--- config.mk ---
export PLATFORM = sky130hd
export DESIGN_NAME = sbuf_top
export DESIGN_NICKNAME = d
export VERILOG_FILES = /design/src/rtl/sbuf_pkg.sv /design/src/rtl/sbuf_excl.sv /design/src/rtl/sbuf_store.sv /design/src/rtl/sbuf_writer.sv /design/src/rtl/sbuf_reader.sv /design/src/rtl/sbuf_top.sv
export SDC_FILE = /design/constraint.sdc
export NUM_CORES = 1
export LEC_CHECK = 0
export ABC_CLOCK_PERIOD_IN_PS = 1900
export BUFFER_PORTS_ARGS = -buffer_cell sky130_fd_sc_hd__buf_4
export CAP_MARGIN = 20
export CORE_MARGIN = 10
export CORE_UTILIZATION = 56
export CTS_BUF_LIST = sky130_fd_sc_hd__clkbuf_4 sky130_fd_sc_hd__clkbuf_8 sky130_fd_sc_hd__clkbuf_16
export CTS_CLUSTER_DIAMETER = 40
export DETAILED_ROUTE_END_ITERATION = 10
export GPL_ROUTABILITY_DRIVEN = 1
export HOLD_SLACK_MARGIN = 0.06
export PLACE_DENSITY = 0.81
export SYNTH_ARGS = -nofsm -noshare
export SYNTH_HDL_FRONTEND = slang
export SYNTH_SLANG_ARGS = --single-unit
--- constraint.sdc ---
create_clock -name clk -period 1.9 [get_ports clk]
set_input_delay 0.095 -clock clk [delete_from_list [all_inputs] [get_ports clk]]
set_output_delay 0.095 -clock clk [all_outputs]
set_load 0.05 [all_outputs]
--- src/rtl/sbuf_pkg.sv ---
package sbuf_pkg;

    localparam int RES_W  = 10;
    localparam int BYTE_W = 8;

    // Byte half of the current result that the next read returns.
    typedef enum logic {
        HALF_HI = 1'b0,
        HALF_LO = 1'b1
    } half_e;

    function automatic logic [BYTE_W-1:0] upper_byte(input logic [RES_W-1:0] r);
        return {{(2*BYTE_W-RES_W){1'b0}}, r[RES_W-1:BYTE_W]};
    endfunction

    function automatic logic [BYTE_W-1:0] lower_byte(input logic [RES_W-1:0] r);
        return r[BYTE_W-1:0];
    endfunction

endpackage

--- src/rtl/sbuf_excl.sv ---
module sbuf_excl #(
    parameter int CH_W     = 4,
    parameter int REF_CHAN = 11
) (
    input  logic            ref_sel,
    input  logic [CH_W-1:0] wr_chan,
    output logic            keep
);
    localparam logic [CH_W-1:0] RefCode = CH_W'(REF_CHAN);

    always_comb begin
        keep = 1'b1;
        if (ref_sel && (wr_chan == RefCode)) begin
            keep = 1'b0;
        end
    end
endmodule

--- src/rtl/sbuf_store.sv ---
module sbuf_store #(
    parameter int DEPTH = 12,
    parameter int W     = 10,
    parameter int AW    = 4
) (
    input  logic          clk,
    input  logic          rst_n,
    input  logic          we,
    input  logic [AW-1:0] waddr,
    input  logic [W-1:0]  wdata,
    input  logic [AW-1:0] raddr,
    output logic [W-1:0]  rdata
);
    logic [W-1:0] mem_q [DEPTH];

    for (genvar gi = 0; gi < DEPTH; gi++) begin : g_entry
        always_ff @(posedge clk or negedge rst_n) begin
            if (!rst_n) begin
                mem_q[gi] <= '0;
            end else if (we && (waddr == AW'(gi))) begin
                mem_q[gi] <= wdata;
            end
        end
    end

    always_comb begin
        rdata = '0;
        for (int i = 0; i < DEPTH; i++) begin
            if (raddr == AW'(i)) begin
                rdata = mem_q[i];
            end
        end
    end
endmodule

--- src/rtl/sbuf_writer.sv ---
module sbuf_writer #(
    parameter int DEPTH = 12,
    parameter int AW    = 4,
    parameter int CW    = 4
) (
    input  logic          clk,
    input  logic          rst_n,
    input  logic          scan_start,
    input  logic          wr_valid,
    input  logic          wr_last,
    input  logic          keep,
    output logic          we,
    output logic [AW-1:0] waddr,
    output logic [CW-1:0] count,
    output logic          ready,
    output logic          done
);
    localparam logic [CW-1:0] Full = CW'(DEPTH);

    typedef struct packed {
        logic [CW-1:0] count;
        logic          active;
        logic          ready;
        logic          done;
    } wst_t;

    wst_t w_d, w_q;

    always_comb begin
        w_d      = w_q;
        w_d.done = 1'b0;
        we       = 1'b0;
        if (scan_start) begin
            w_d.count  = '0;
            w_d.active = 1'b1;
            w_d.ready  = 1'b0;
        end else if (w_q.active && wr_valid) begin
            if (keep && (w_q.count < Full)) begin
                we        = 1'b1;
                w_d.count = w_q.count + 1'b1;
            end
            if (wr_last) begin
                w_d.active = 1'b0;
                w_d.ready  = 1'b1;
                w_d.done   = 1'b1;
            end
        end
    end

    always_ff @(posedge clk or negedge rst_n) begin
        if (!rst_n) begin
            w_q <= '0;
        end else begin
            w_q <= w_d;
        end
    end

    assign waddr = AW'(w_q.count);
    assign count = w_q.count;
    assign ready = w_q.ready;
    assign done  = w_q.done;
endmodule

--- src/rtl/sbuf_reader.sv ---
module sbuf_reader
    import sbuf_pkg::*;
#(
    parameter int AW = 4,
    parameter int CW = 4
) (
    input  logic              clk,
    input  logic              rst_n,
    input  logic              restart,
    input  logic              rd_req,
    input  logic              ready,
    input  logic [CW-1:0]     count,
    input  logic [RES_W-1:0]  rdata,
    output logic [AW-1:0]     raddr,
    output logic              rd_valid,
    output logic [BYTE_W-1:0] rd_byte,
    output logic              rd_underrun,
    output logic              hi_out
);
    typedef struct packed {
        logic [AW-1:0]     ptr;
        half_e             half;
        logic              vld;
        logic              und;
        logic              hi;
        logic [BYTE_W-1:0] data;
    } rst_t;

    rst_t r_d, r_q;
    logic at_end;

    always_comb begin
        at_end = ((CW'(r_q.ptr) + 1'b1) == count);
    end

    always_comb begin
        r_d      = r_q;
        r_d.vld  = rd_req;
        r_d.und  = 1'b0;
        r_d.hi   = 1'b0;
        r_d.data = '0;
        if (rd_req) begin
            if (!ready || (count == '0)) begin
                r_d.und = 1'b1;
            end else if (r_q.half == HALF_HI) begin
                r_d.data = upper_byte(rdata);
                r_d.hi   = 1'b1;
                r_d.half = HALF_LO;
            end else begin
                r_d.data = lower_byte(rdata);
                r_d.half = HALF_HI;
                r_d.ptr  = at_end ? '0 : r_q.ptr + 1'b1;
            end
        end
        if (restart) begin
            r_d.ptr  = '0;
            r_d.half = HALF_HI;
        end
    end

    always_ff @(posedge clk or negedge rst_n) begin
        if (!rst_n) begin
            r_q <= '0;
        end else begin
            r_q <= r_d;
        end
    end

    assign raddr       = r_q.ptr;
    assign rd_valid    = r_q.vld;
    assign rd_byte     = r_q.data;
    assign rd_underrun = r_q.und;
    assign hi_out      = r_q.hi;
endmodule

--- src/rtl/sbuf_top.sv ---
module sbuf_top
    import sbuf_pkg::*;
#(
    parameter int DEPTH    = 12,
    parameter int CH_W     = 4,
    parameter int REF_CHAN = 11
) (
    input  logic                  clk,
    input  logic                  rst_n,
    input  logic                  scan_start,
    input  logic                  ref_sel,
    input  logic                  wr_valid,
    input  logic [CH_W-1:0]       wr_chan,
    input  logic [RES_W-1:0]      wr_data,
    input  logic                  wr_last,
    output logic                  scan_done,
    input  logic                  rd_req,
    output logic                  rd_valid,
    output logic [BYTE_W-1:0]     rd_byte,
    output logic                  rd_underrun
);
    localparam int AW = (DEPTH > 1) ? $clog2(DEPTH) : 1;
    localparam int CW = $clog2(DEPTH + 1);

    logic          keep;
    logic          we;
    logic [AW-1:0] waddr;
    logic [AW-1:0] raddr;
    logic [CW-1:0] count;
    logic          ready;
    logic [RES_W-1:0] rdata;
    logic          hi_out;

    sbuf_excl #(.CH_W(CH_W), .REF_CHAN(REF_CHAN)) u_excl (
        .ref_sel (ref_sel),
        .wr_chan (wr_chan),
        .keep    (keep)
    );

    sbuf_writer #(.DEPTH(DEPTH), .AW(AW), .CW(CW)) u_wr (
        .clk        (clk),
        .rst_n      (rst_n),
        .scan_start (scan_start),
        .wr_valid   (wr_valid),
        .wr_last    (wr_last),
        .keep       (keep),
        .we         (we),
        .waddr      (waddr),
        .count      (count),
        .ready      (ready),
        .done       (scan_done)
    );

    sbuf_store #(.DEPTH(DEPTH), .W(RES_W), .AW(AW)) u_mem (
        .clk   (clk),
        .rst_n (rst_n),
        .we    (we),
        .waddr (waddr),
        .wdata (wr_data),
        .raddr (raddr),
        .rdata (rdata)
    );

    sbuf_reader #(.AW(AW), .CW(CW)) u_rd (
        .clk         (clk),
        .rst_n       (rst_n),
        .restart     (scan_start),
        .rd_req      (rd_req),
        .ready       (ready),
        .count       (count),
        .rdata       (rdata),
        .raddr       (raddr),
        .rd_valid    (rd_valid),
        .rd_byte     (rd_byte),
        .rd_underrun (rd_underrun),
        .hi_out      (hi_out)
    );
endmodule

==> metrics.cfg <==
[setup_path]
cp-start-kind=flip-flop
worstPathRequired_ns=2.23
end_kind=flip-flop
arrival_ns=2.41
critPathSlowestCell=dfrtp_1
max_stage_delay_ns=0.41
critPathTopFamily=compound AO/OA/AOI/OAI gates
critPathKind=flip-flop to flip-flop
cp_cell_sequence=buf_6 -> ha_4 -> buf_8 -> nor3_4 -> o21ai_1 -> o22ai_2 -> a21oi_2 -> o32ai_2
cp.buffers_inverters=2
cp_max_fo=7

[final_layout]
num_antenna_cells=0
area_growth_pct=31.80
fin_area_um2=9185
final_common_cell=dfrtp_1
mostFrequentLayoutCells=dfrtp_1, mux2_2, buf_4
fillCellCount=702
nets=723
drive_gt1_share_pct=46.68

[sta]
finalClockSkew_ns=0.01292
period_needed_ns=2.086
worst_slack_ns=-0.1859
tightest_slew_ns=0.5762
period_share_pct=109.8
slew_violations=0
relSlewSlack_pct=61.59
hold_violations=0
rsz0062_at_grt=true
holdWs_ns=0.1836
setup_viol=9
fmax_mhz=479.4

[synth]
yosysWarningCount=0
synth_cell_types=62
synth_edf_count=0
synth_ff_type=dfrtp_1
synth-async-reset-ratio_pct=100.0
avgSynthCellArea_um2=11.73
ys_seq_area_share_pct=50.99
ys_ff_latch=142
synth_cells=594
syn_nets=623
syn_area_um2=6969

[placement]
gp_congestion=0.9465
port_buffers=31
dpl.hpwl_um=13620
place_area_um2=7784

[clock_tree]
cts_tree=yes
clkTransAtPathRegs_ns=0.06
htreeDepth=4
clk_latency_ns=0.44
cts_max_path_buffers=2
root_buffer=clkbuf_16
clock-sinks=142
numCtsBuffers=17

[routing]
drt-pass1-iter-count=5
drt-initial-drc-count=412
routedWlPerCell_um=24.68
antenna_left=0
vias=5673
routed_via_density=6.483
totalWireLength_um=21590
drc=0

[power]
pwr-share-comb_pct=11.8
p_int_mw=6.219
vdd_ir_drop_max_mv=0.8758
switching_share_pct=24.64
power.density_nw_per_um2=898.5
pwr-share-clk_pct=45.2
p_switching_mw=2.034
seq_power_share_pct=43.0
leakage_nw=4.324

[outcome]
failed_checks=negative setup slack
outcome=complete, but fails checks

[global_routing]
grt_use_total_pct=24.16
antenna_found_initial=0
grt_pass1_wl_um=32860
grt_start_max_net_pins=61
grt_pass1_vias=5938
grt_remaining_overflow=0

[die]
fp.coreArea_um2=12110
start_util_pct=57.54
die-area_um2=17310
fp.dieH_um=131.6
die_w_um=131.6
ios=32
rows=40

[flow_run]
maxCapViolations=0

[worst_hold_path]
hold_class=input port to flip-flop

[power groups by stage]
stage                     registers [mW]  logic, mW  clock network (mW)
after global placement              3.53      0.777                   0
final                               3.55      0.971                3.73
after CTS                           3.51      0.888                3.75
after floorplan                     3.49      0.532                   0
after global routing                3.57       1.04                3.90
after detailed placement            3.55      0.830                   0
[repair_timing]
item                       CTS  global route
setup buffers                6             7
gates resized for setup     51            45
setup endpoints to repair   12            35
pin swaps                   13            21
hold buffers                14             0
cloned                       2             0
hold endpoints to repair   188             0
[area by class of cell]
type / instances / area [µm²] / area share (%)
Sequential cell: 142 / 3556 / 38.71
Inverter: 15 / 63.81 / 0.6947
Timing Repair Buffer: 128 / 1182 / 12.87
Clock inverter: 13 / 210.2 / 2.289
Tap cell: 168 / 210.2 / 2.289
Multi-Input combinational cell: 390 / 3510 / 38.21
Clock buffer: 19 / 452.9 / 4.931
[worst register-to-register path, cell delays in order, from the launching register on]
cell	delay, ns
dfrtp_1	0.41
buf_6	0.13
ha_4	0.18
buf_8	0.13
nor3_4	0.32
o21ai_1	0.15
o22ai_2	0.22
a21oi_2	0.11
o32ai_2	0.32
[per-layer routing]
metal	up-vias	GRT usage, %	wire (µm)	part of all wire (%)
met5	-	0	0	0
met4	0	17.49	1375	6.4
met3	112	6.250	1371	6.3
met2	312	39.35	10860	50
met1	2855	26.97	7982	37
li1	2394	-	-	-
[cells in the mapped netlist (4+ instances only)]
master    instances  area share [%]
a21boi_0          4            0.43
o32ai_1           5            0.63
nor2_1           19             1.0
ha_1              8             1.4
inv_1            14            0.75
clkbuf_1         24             1.3
mux2_2          115              19
nor3_1            6            0.43
nand3_1           5            0.36
dfrtp_1         142              51
buf_4            11             1.2
o21ai_0          19             1.4
a22oi_1           9            0.97
nor2b_1          15             1.3
a21oi_1          33             2.4
nand2b_1          5            0.45
nand3b_1         11             1.2
o22ai_1          18             1.6
nand2_2           4            0.36
nand2_1          28             1.5
o41ai_1           5            0.63
xnor2_1           6            0.75
mux2_1            6            0.97
buf_2            10            0.72
a221oi_1         12             1.5
[sequential cells by signal (all words and copies together), names as in the netlist]
| name | count |
|---|---|
| u_rd.rd_valid | 1 |
| u_mem.mem_q | 120 |
| u_rd.rd_byte | 8 |
| u_rd.r_q | 1 |
| u_wr.done | 1 |
| u_rd.rd_underrun | 1 |
| u_wr.count | 4 |
| u_wr.w_q | 1 |
| u_rd.raddr | 4 |
| u_wr.ready | 1 |
[stage by stage]
stage | worst slack (ns) | TNS (ns) | std cells | utilization, % | total power, mW
CTS | -0.04857 | -0.1797 | 868 | 73.70 | 8.147
global route | -0.2549 | -1.671 | 875 | 75.84 | 8.510
detailed placement | -0.4224 | -2.093 | 814 | 64.27 | 4.379
finish | -0.1859 | -0.8789 | 875 | 75.84 | 8.253
global placement | -0.2918 | -0.9327 | 814 | 64.27 | 4.312
floorplan | 0.01345 | 0 | 594 | - | 4.027
[logic make-up after synthesis]
| kind of cell | Yosys count | share of synthesized area [%] |
|---|---|---|
| and+or+nand+nor | 112 | 8.977 |
| muxes | 123 | 19.84 |
| adders and majority gates | 8 | 1.436 |
| DFF | 142 | 50.99 |
| AOI/OAI and AO/OA | 139 | 13.64 |
| buffers and inverters | 62 | 4.111 |
| xor gates and xnor gates | 8 | 1.005 |
[path summary, 6_finish.rpt]
check                                        to       startpoint  slack [ns]  cells past startpoint
worst max-delay path            u_rd.rd_byte[5]    u_rd.raddr[1]       -0.19                      8
worst min-delay path              u_wr.count[3]         wr_valid        0.18                      4
worst max register to register  u_rd.rd_byte[5]    u_rd.raddr[1]       -0.19                      8
worst min register to register  u_mem.mem_q[70]  u_mem.mem_q[70]        0.51                      1
max in group asynchronous       u_mem.mem_q[26]            rst_n        0.99                      3
min in group asynchronous         u_wr.count[0]            rst_n        0.22                      2
Note: power is estimated with default switching activity, not from simulation.
